File: src/rtl/sfi_pkg.sv
package sfi_pkg;

    localparam int REG_AW  = 3;
    localparam int NUM_IRQ = 7;
    localparam int FLD_W   = 7;

    typedef enum logic [REG_AW-1:0] {
        RA_CTRL  = 3'd0,
        RA_STAT  = 3'd1,
        RA_IEN   = 3'd2,
        RA_ISTAT = 3'd3,
        RA_TXD   = 3'd4,
        RA_RXD   = 3'd5,
        RA_TRAIL = 3'd6,
        RA_NONE  = 3'd7
    } reg_addr_e;

    localparam int IB_TXAE  = 0;
    localparam int IB_RXAF  = 1;
    localparam int IB_TXUND = 2;
    localparam int IB_TXOVR = 3;
    localparam int IB_RXUND = 4;
    localparam int IB_RXOVR = 5;
    localparam int IB_TRAIL = 6;

    typedef enum logic [1:0] {
        TR_IDLE = 2'd0,
        TR_WAIT = 2'd1,
        TR_HIT  = 2'd2
    } trail_state_e;

endpackage

File: src/rtl/sfi_byte_fifo.sv
module sfi_byte_fifo #(
    parameter int DEPTH = 64
) (
    input  logic                     clk,
    input  logic                     rst_n,
    input  logic                     flush,
    input  logic                     push,
    input  logic [7:0]               din,
    input  logic                     pop,
    output logic [7:0]               dout,
    output logic [$clog2(DEPTH):0]   level,
    output logic                     full,
    output logic                     empty
);
    localparam int AW = $clog2(DEPTH);
    localparam int LW = AW + 1;

    logic [7:0]    mem [DEPTH];
    logic [AW-1:0] wr_ptr, rd_ptr;
    logic [LW-1:0] count;
    logic          do_push, do_pop;

    assign full    = (count == LW'(DEPTH));
    assign empty   = (count == '0);
    assign do_push = push && !full && !flush;
    assign do_pop  = pop && !empty && !flush;
    assign level   = count;
    assign dout    = empty ? 8'h00 : mem[rd_ptr];

    always_ff @(posedge clk) begin
        if (do_push) mem[wr_ptr] <= din;
    end

    always_ff @(posedge clk or negedge rst_n) begin
        if (!rst_n) begin
            wr_ptr <= '0;
            rd_ptr <= '0;
            count  <= '0;
        end else if (flush) begin
            wr_ptr <= '0;
            rd_ptr <= '0;
            count  <= '0;
        end else begin
            if (do_push) wr_ptr <= wr_ptr + 1'b1;
            if (do_pop)  rd_ptr <= rd_ptr + 1'b1;
            count <= count + LW'(do_push) - LW'(do_pop);
        end
    end

    AST_LEVEL_BOUND: assert property (@(posedge clk) disable iff (!rst_n)
        count <= LW'(DEPTH));
    AST_FULL_DROPS: assert property (@(posedge clk) disable iff (!rst_n)
        (full && push && !pop && !flush) |=> (full && $stable(wr_ptr)));
endmodule

File: src/rtl/sfi_trail_timer.sv
module sfi_trail_timer
    import sfi_pkg::*;
#(
    parameter int TICK_CYCLES = 16
) (
    input  logic       clk,
    input  logic       rst_n,
    input  logic       armed,
    input  logic [3:0] limit,
    output logic       fire
);
    localparam int PW = (TICK_CYCLES > 1) ? $clog2(TICK_CYCLES) : 1;

    trail_state_e  state;
    logic [PW-1:0] pre;
    logic [3:0]    ticks;
    logic [4:0]    ticks_inc;

    assign ticks_inc = {1'b0, ticks} + 5'd1;

    always_ff @(posedge clk or negedge rst_n) begin
        if (!rst_n) begin
            state <= TR_IDLE;
            pre   <= '0;
            ticks <= '0;
        end else if (!armed) begin
            state <= TR_IDLE;
            pre   <= '0;
            ticks <= '0;
        end else begin
            unique case (state)
                TR_IDLE: begin
                    state <= (limit == 4'd0) ? TR_HIT : TR_WAIT;
                    pre   <= '0;
                    ticks <= '0;
                end
                TR_WAIT: begin
                    if (pre == PW'(TICK_CYCLES - 1)) begin
                        pre   <= '0;
                        ticks <= ticks_inc[3:0];
                        if (ticks_inc >= {1'b0, limit}) state <= TR_HIT;
                    end else begin
                        pre <= pre + 1'b1;
                    end
                end
                TR_HIT: state <= TR_HIT;
                default: state <= TR_IDLE;
            endcase
        end
    end

    always_comb begin
        fire = (state == TR_HIT);
    end

    AST_HIT_NEEDS_ARM: assert property (@(posedge clk) disable iff (!rst_n)
        (state == TR_HIT) |-> $past(armed));
endmodule

File: src/rtl/serial_fifo_irq.sv
module serial_fifo_irq
    import sfi_pkg::*;
#(
    parameter int DEPTH       = 64,
    parameter int TICK_CYCLES = 16
) (
    input  logic              clk,
    input  logic              rst_n,
    input  logic              bus_wr,
    input  logic              bus_rd,
    input  logic [REG_AW-1:0] bus_addr,
    input  logic [31:0]       bus_wdata,
    output logic [31:0]       bus_rdata,
    output logic [7:0]        tx_byte,
    output logic              tx_avail,
    input  logic              tx_pop,
    input  logic              rx_push,
    input  logic [7:0]        rx_byte,
    output logic              irq
);
    localparam int LW = $clog2(DEPTH) + 1;

    reg_addr_e          ra;
    logic               rx_en, tx_en;
    logic [FLD_W-1:0]   rx_trig, tx_trig;
    logic [NUM_IRQ-1:0] ien, istat, iset, iclr;
    logic [3:0]         trail_lim;

    logic [7:0]       rx_dout;
    logic [LW-1:0]    tx_lvl_n, rx_lvl_n;
    logic [FLD_W-1:0] tx_lvl, rx_lvl;
    logic             tx_full, tx_empty, rx_full, rx_empty;
    logic             tx_wr, rx_rd, armed, trail_fire;
    logic             unused_wdata;

    assign ra           = reg_addr_e'(bus_addr);
    assign tx_wr        = bus_wr && (ra == RA_TXD);
    assign rx_rd        = bus_rd && (ra == RA_RXD);
    assign tx_lvl       = FLD_W'(tx_lvl_n);
    assign rx_lvl       = FLD_W'(rx_lvl_n);
    assign unused_wdata = ^{bus_wdata[31:23], bus_wdata[15:11], bus_wdata[3:2]};

    sfi_byte_fifo #(.DEPTH(DEPTH)) u_txq (
        .clk(clk), .rst_n(rst_n), .flush(!tx_en),
        .push(tx_wr && tx_en), .din(bus_wdata[7:0]),
        .pop(tx_pop && tx_en), .dout(tx_byte),
        .level(tx_lvl_n), .full(tx_full), .empty(tx_empty)
    );

    sfi_byte_fifo #(.DEPTH(DEPTH)) u_rxq (
        .clk(clk), .rst_n(rst_n), .flush(!rx_en),
        .push(rx_push && rx_en), .din(rx_byte),
        .pop(rx_rd && rx_en), .dout(rx_dout),
        .level(rx_lvl_n), .full(rx_full), .empty(rx_empty)
    );

    assign armed = rx_en && !rx_empty && (rx_lvl < rx_trig) && !rx_push;

    sfi_trail_timer #(.TICK_CYCLES(TICK_CYCLES)) u_trail (
        .clk(clk), .rst_n(rst_n), .armed(armed),
        .limit(trail_lim), .fire(trail_fire)
    );

    always_comb begin
        iset           = '0;
        iset[IB_TXAE]  = tx_en && (tx_lvl <= tx_trig);
        iset[IB_RXAF]  = rx_en && (rx_lvl >= rx_trig);
        iset[IB_TXUND] = tx_en && tx_pop && tx_empty;
        iset[IB_TXOVR] = tx_en && tx_wr && tx_full;
        iset[IB_RXUND] = rx_en && rx_rd && rx_empty;
        iset[IB_RXOVR] = rx_en && rx_push && rx_full;
        iset[IB_TRAIL] = trail_fire;
        iclr = (bus_wr && (ra == RA_ISTAT)) ? bus_wdata[NUM_IRQ-1:0] : '0;
    end

    always_ff @(posedge clk or negedge rst_n) begin
        if (!rst_n) begin
            rx_en     <= 1'b0;
            tx_en     <= 1'b0;
            rx_trig   <= '0;
            tx_trig   <= '0;
            ien       <= '0;
            istat     <= '0;
            trail_lim <= 4'hF;
        end else begin
            istat <= (istat & ~iclr) | iset;
            if (bus_wr) begin
                unique case (ra)
                    RA_CTRL: begin
                        rx_en   <= bus_wdata[0];
                        tx_en   <= bus_wdata[1];
                        rx_trig <= bus_wdata[10:4];
                        tx_trig <= bus_wdata[22:16];
                    end
                    RA_IEN:   ien       <= bus_wdata[NUM_IRQ-1:0];
                    RA_TRAIL: trail_lim <= bus_wdata[3:0];
                    default: ;
                endcase
            end
        end
    end

    always_comb begin
        bus_rdata = '0;
        unique case (ra)
            RA_CTRL:  bus_rdata = {9'd0, tx_trig, 5'd0, rx_trig, 2'd0, tx_en, rx_en};
            RA_STAT:  bus_rdata = {7'd0, rx_empty, rx_full, rx_lvl,
                                   7'd0, tx_empty, tx_full, tx_lvl};
            RA_IEN:   bus_rdata = {25'd0, ien};
            RA_ISTAT: bus_rdata = {25'd0, istat};
            RA_RXD:   bus_rdata = {24'd0, rx_en ? rx_dout : 8'h00};
            RA_TRAIL: bus_rdata = {28'd0, trail_lim};
            default:  bus_rdata = '0;
        endcase
    end

    assign tx_avail = tx_en && !tx_empty;
    assign irq      = |(istat & ien);

    AST_TX_OVERRUN: assert property (@(posedge clk) disable iff (!rst_n)
        (tx_en && tx_wr && tx_full) |=> istat[IB_TXOVR]);
    AST_RX_UNDERRUN: assert property (@(posedge clk) disable iff (!rst_n)
        (rx_en && rx_rd && rx_empty) |=> istat[IB_RXUND]);
    AST_EMPTY_READ_ZERO: assert property (@(posedge clk) disable iff (!rst_n)
        (rx_rd && rx_empty) |-> (bus_rdata == 32'd0));
    AST_TRAIL_SOURCE: assert property (@(posedge clk) disable iff (!rst_n)
        $rose(istat[IB_TRAIL]) |-> $past(trail_fire));
    AST_RX_OVERRUN: assert property (@(posedge clk) disable iff (!rst_n)
        (rx_en && rx_push && rx_full) |=> istat[IB_RXOVR]);
endmodule

File: config.mk
export PLATFORM = sky130hd
export DESIGN_NAME = serial_fifo_irq
export DESIGN_NICKNAME = d
export VERILOG_FILES = /design/src/rtl/sfi_pkg.sv /design/src/rtl/sfi_byte_fifo.sv /design/src/rtl/sfi_trail_timer.sv /design/src/rtl/serial_fifo_irq.sv
export SDC_FILE = /design/constraint.sdc
export NUM_CORES = 1
export LEC_CHECK = 0
export CAP_MARGIN = 40
export CORE_MARGIN = 2
export CORE_UTILIZATION = 44
export CTS_BUF_LIST = sky130_fd_sc_hd__clkbuf_8
export CTS_CLUSTER_DIAMETER = 120
export DETAILED_ROUTE_END_ITERATION = 16
export HOLD_SLACK_MARGIN = 0.15
export SKIP_LAST_GASP = 1
export SLEW_MARGIN = 0
export SYNTH_ARGS = -nofsm -noshare
export SYNTH_HDL_FRONTEND = slang
export SYNTH_SLANG_ARGS = --single-unit
File: constraint.sdc
create_clock -name clk -period 8 [get_ports clk]
set_input_delay 0.8 -clock clk [delete_from_list [all_inputs] [get_ports clk]]
set_output_delay 0.8 -clock clk [all_outputs]
set_load 0.02 [all_outputs]
==> results.toml <==
[run_status]
status = "completed"

[detailed_routing]
drt-initial-drc-count = 2322
wl_per_cell_um = 25.4
via_count = 23400
drt_pass1_iterations = 6
wl_um = 104000
antenna_left = 0
drt-vias-per-instance = 5.69
route.detailed.drc = 0

[synthesis]
yosysTopAreaCellShare_pct = 68.3
synth.distinct_cells = 78
yosysSeqAreaShare_pct = 72.8
ys_ff_latch = 1106
netlist_area_um2 = 45000
yosys.area.top_type = "edfxtp_1"
synth.most_common_cell = "edfxtp_1"
postSynthCellCount = 2412
synth.area.top_cells = "edfxtp_1 (68%), mux4_2 (11%), dfrtp_1 (4.3%)"
synth_common_cells = "edfxtp_1 (1024), mux4_2 (214), nor2_1 (182)"
ys.flop_type = "edfxtp_1"
synth_area_per_cell_um2 = 18.7
synth_warnings = 0
synthArstFlopShare_pct = 7.41
synth_edf_count = 1024

[worst_setup_path]
r2r_setup_slack_ns = 3.90
start_kind = "flip-flop"
cp_slowest_cell = "dfrtp_4"
cp.arrival_ns = 4.94
crit_path_start = "u_rxq.rd_ptr[0]"
crit_chain = "buf_4 > mux4_2 > a22o_1 > a221oi_1 > nand4_1 > a21o_1 > clkdlybuf4s50_1"
crit_family = "buffers and inverters"
cp.depth = 7
endpoint_kind = "output pin"
path_buf_inv = 2
path_max_fanout = 35
setup.worst_path.end = "bus_rdata[5]"
rr_endpoint = "u_txq.level[6]"
rr_worst_depth = 16
slowest_delay_ns = 0.88
required_ns = 7.20
timing.rr.start = "u_txq.level[5]"
setup.worst_path.class = "reg2out"

[clock_network]
ctsResizeCount = 0
path_clk_slew_ns = 0.06
post-cts-setup-buffer-count = 0
cts_tree = "done"
ctsHtreeMaxLevel = 4
cts_max_path_buffers = 3
clock_latency_ns = 0.85
clock-sinks = 1106
cts-root-buf = "clkbuf_8"
numCtsBuffers = 179

[sta]
fin_skew_ns = 0.0487
drv_slew = 0
worst_slew_pin_slew_ns = 0.934
setup_tns_ns = 0
slew_headroom_pct = 37.5
setup_slack_ns = 2.26
finalCriticalPeriod_ns = 5.74
rsz0062_at_grt = "false"
finalCritPeriodShare_pct = 71.7
timing.fmax_ghz = 0.174
setup_violations = 0
hold_viol_final = 0

[layout]
nFillCells = 8350
drive_gt1_share_pct = 20.4
layout.nets = 2689
area_growth_pct = 12.3

[floorplanning]
die_x_um = 324
rows = 117
coreArea_um2 = 102000
die_h_um = 324
start_util_pct = 44.3
design.die.area_um2 = 105000
io-pin-count = 91

[grt]
grt_max_degree = 79
grt_pass1_vias = 24100
grt_pass1_wl_um = 155000
gr-total-overflow = 0
antenna_found_initial = 1
grtUsageTotal_pct = 20.2

[pwr]
leakage_nw = 16.2
power_density_nw_per_um2 = 256
ir_drop_mv = 0.186

[place]
place_hpwl_um = 65400
pre_cts_ws_ns = 3.04
gp_congestion = 0.834
io_buffers = 64

[min_path]
min-delay-path-class = "in2async"

[job]
cap_violations = 0
-- report_power, final --
part           switching [W]  internal [W]
Combinational       0.000994      0.000836
Sequential          0.000140       0.00641
Clock                0.00224       0.00232
Total                0.00337       0.00957
-- flip-flops by register name, indices dropped and copies added (netlist names) --
| name | flops |
|---|---|
| u_rxq.mem | 512 |
| u_trail.pre | 4 |
| u_rxq.wr_ptr | 6 |
| u_txq.rd_ptr | 6 |
| tx_trig | 7 |
| rx_trig | 7 |
| ien | 7 |
| u_trail.state | 2 |
| u_trail.ticks | 4 |
| istat | 7 |
| tx_en | 1 |
| trail_lim | 4 |
| u_txq.mem | 512 |
| u_txq.wr_ptr | 6 |
| u_rxq.level | 7 |
| rx_en | 1 |
| u_txq.level | 7 |
| u_rxq.rd_ptr | 6 |
-- worst min path at each step --
stage	from	to	cells past startpoint
after floorplan	istat[6]	istat[6]	1
after global placement	istat[6]	istat[6]	1
after detailed placement	istat[4]	istat[4]	1
after CTS	rst_n	u_trail.pre[3]	2
after global routing	rst_n	u_trail.pre[3]	2
final	rst_n	u_trail.pre[3]	2
-- metal layers --
layer | routed length, um | global-route usage [%]
met3 | 6460 | 3.67
met1 | 44500 | 28.1
met5 | 0 | 0
met4 | 2640 | 6.64
met2 | 50700 | 32.3
-- cell usage in the layout, fill, tap and decap left out, types with 12 or more instances in the layout --
| master | Yosys | final |
|---|---|---|
| o21ai_0 | 51 | 51 |
| conb_1 | 1 | 12 |
| nor2_1 | 182 | 180 |
| a22oi_1 | 38 | 38 |
| nand3_1 | 42 | 42 |
| a22o_1 | 15 | 15 |
| clkdlybuf4s50_1 | 0 | 47 |
| nand2b_1 | 21 | 21 |
| edfxtp_1 | 1024 | 1024 |
| clkinv_2 | 0 | 13 |
| a21o_1 | 14 | 14 |
| inv_1 | 47 | 111 |
| buf_2 | 32 | 16 |
| clkinv_1 | 1 | 43 |
| nand2_1 | 71 | 71 |
| a221oi_1 | 15 | 15 |
| o22ai_1 | 12 | 12 |
| ha_1 | 46 | 46 |
| buf_4 | 26 | 48 |
| xor2_1 | 17 | 17 |
| mux2i_1 | 141 | 141 |
| mux4_1 | 12 | 12 |
| nor2b_1 | 16 | 15 |
| a21oi_1 | 30 | 30 |
| mux2_2 | 18 | 18 |
| nand4_1 | 13 | 13 |
| mux4_2 | 214 | 214 |
| clkbuf_8 | 0 | 188 |
| dfrtp_1 | 78 | 72 |
-- logic make-up after synthesis --
group / share of synthesized area [%]
buf+inv: 2.09
compound gates: 4.00
simple gates: 4.26
mux: 15.0
flops: 72.8
fa+ha+maj: 1.37
xor+xnor: 0.467
other cells: 0.00832
-- per-stage QoR --
step           util [%]  power (W)  hold slack (ns)  cell area [um2]  instances
6_report           49.8     0.0129            0.362            50600       4104
3_3_place_gp       46.2    0.00845            0.501            46900       3753
3_5_place_dp       46.5    0.00851            0.508            47200       3772
4_1_cts            49.8     0.0131            0.262            50600       4097
5_1_grt            49.8     0.0134            0.301            50600       4104
2_1_floorplan         -    0.00789            0.465            45100       2423
-- what timing repair did --
item,4_1_cts,5_1_grt
endpoints found under the hold margin,26,0
hold buffers,1,0
endpoints found under the setup margin,0,0
-- final cells by class --
class                   instances  area (um2)  share of cell area, %
clock buffers                 188        2590                   5.11
diodes                          1        2.50                0.00494
repair buffers                124        1200                   2.37
well taps                    1368        1710                   3.38
clock inverters               136         754                   1.49
inverters                      48         180                  0.356
multi-input cells            1133       11300                   22.4
flip-flops and latches       1106       32800                   64.9
Power figures use the tool's default switching activity.
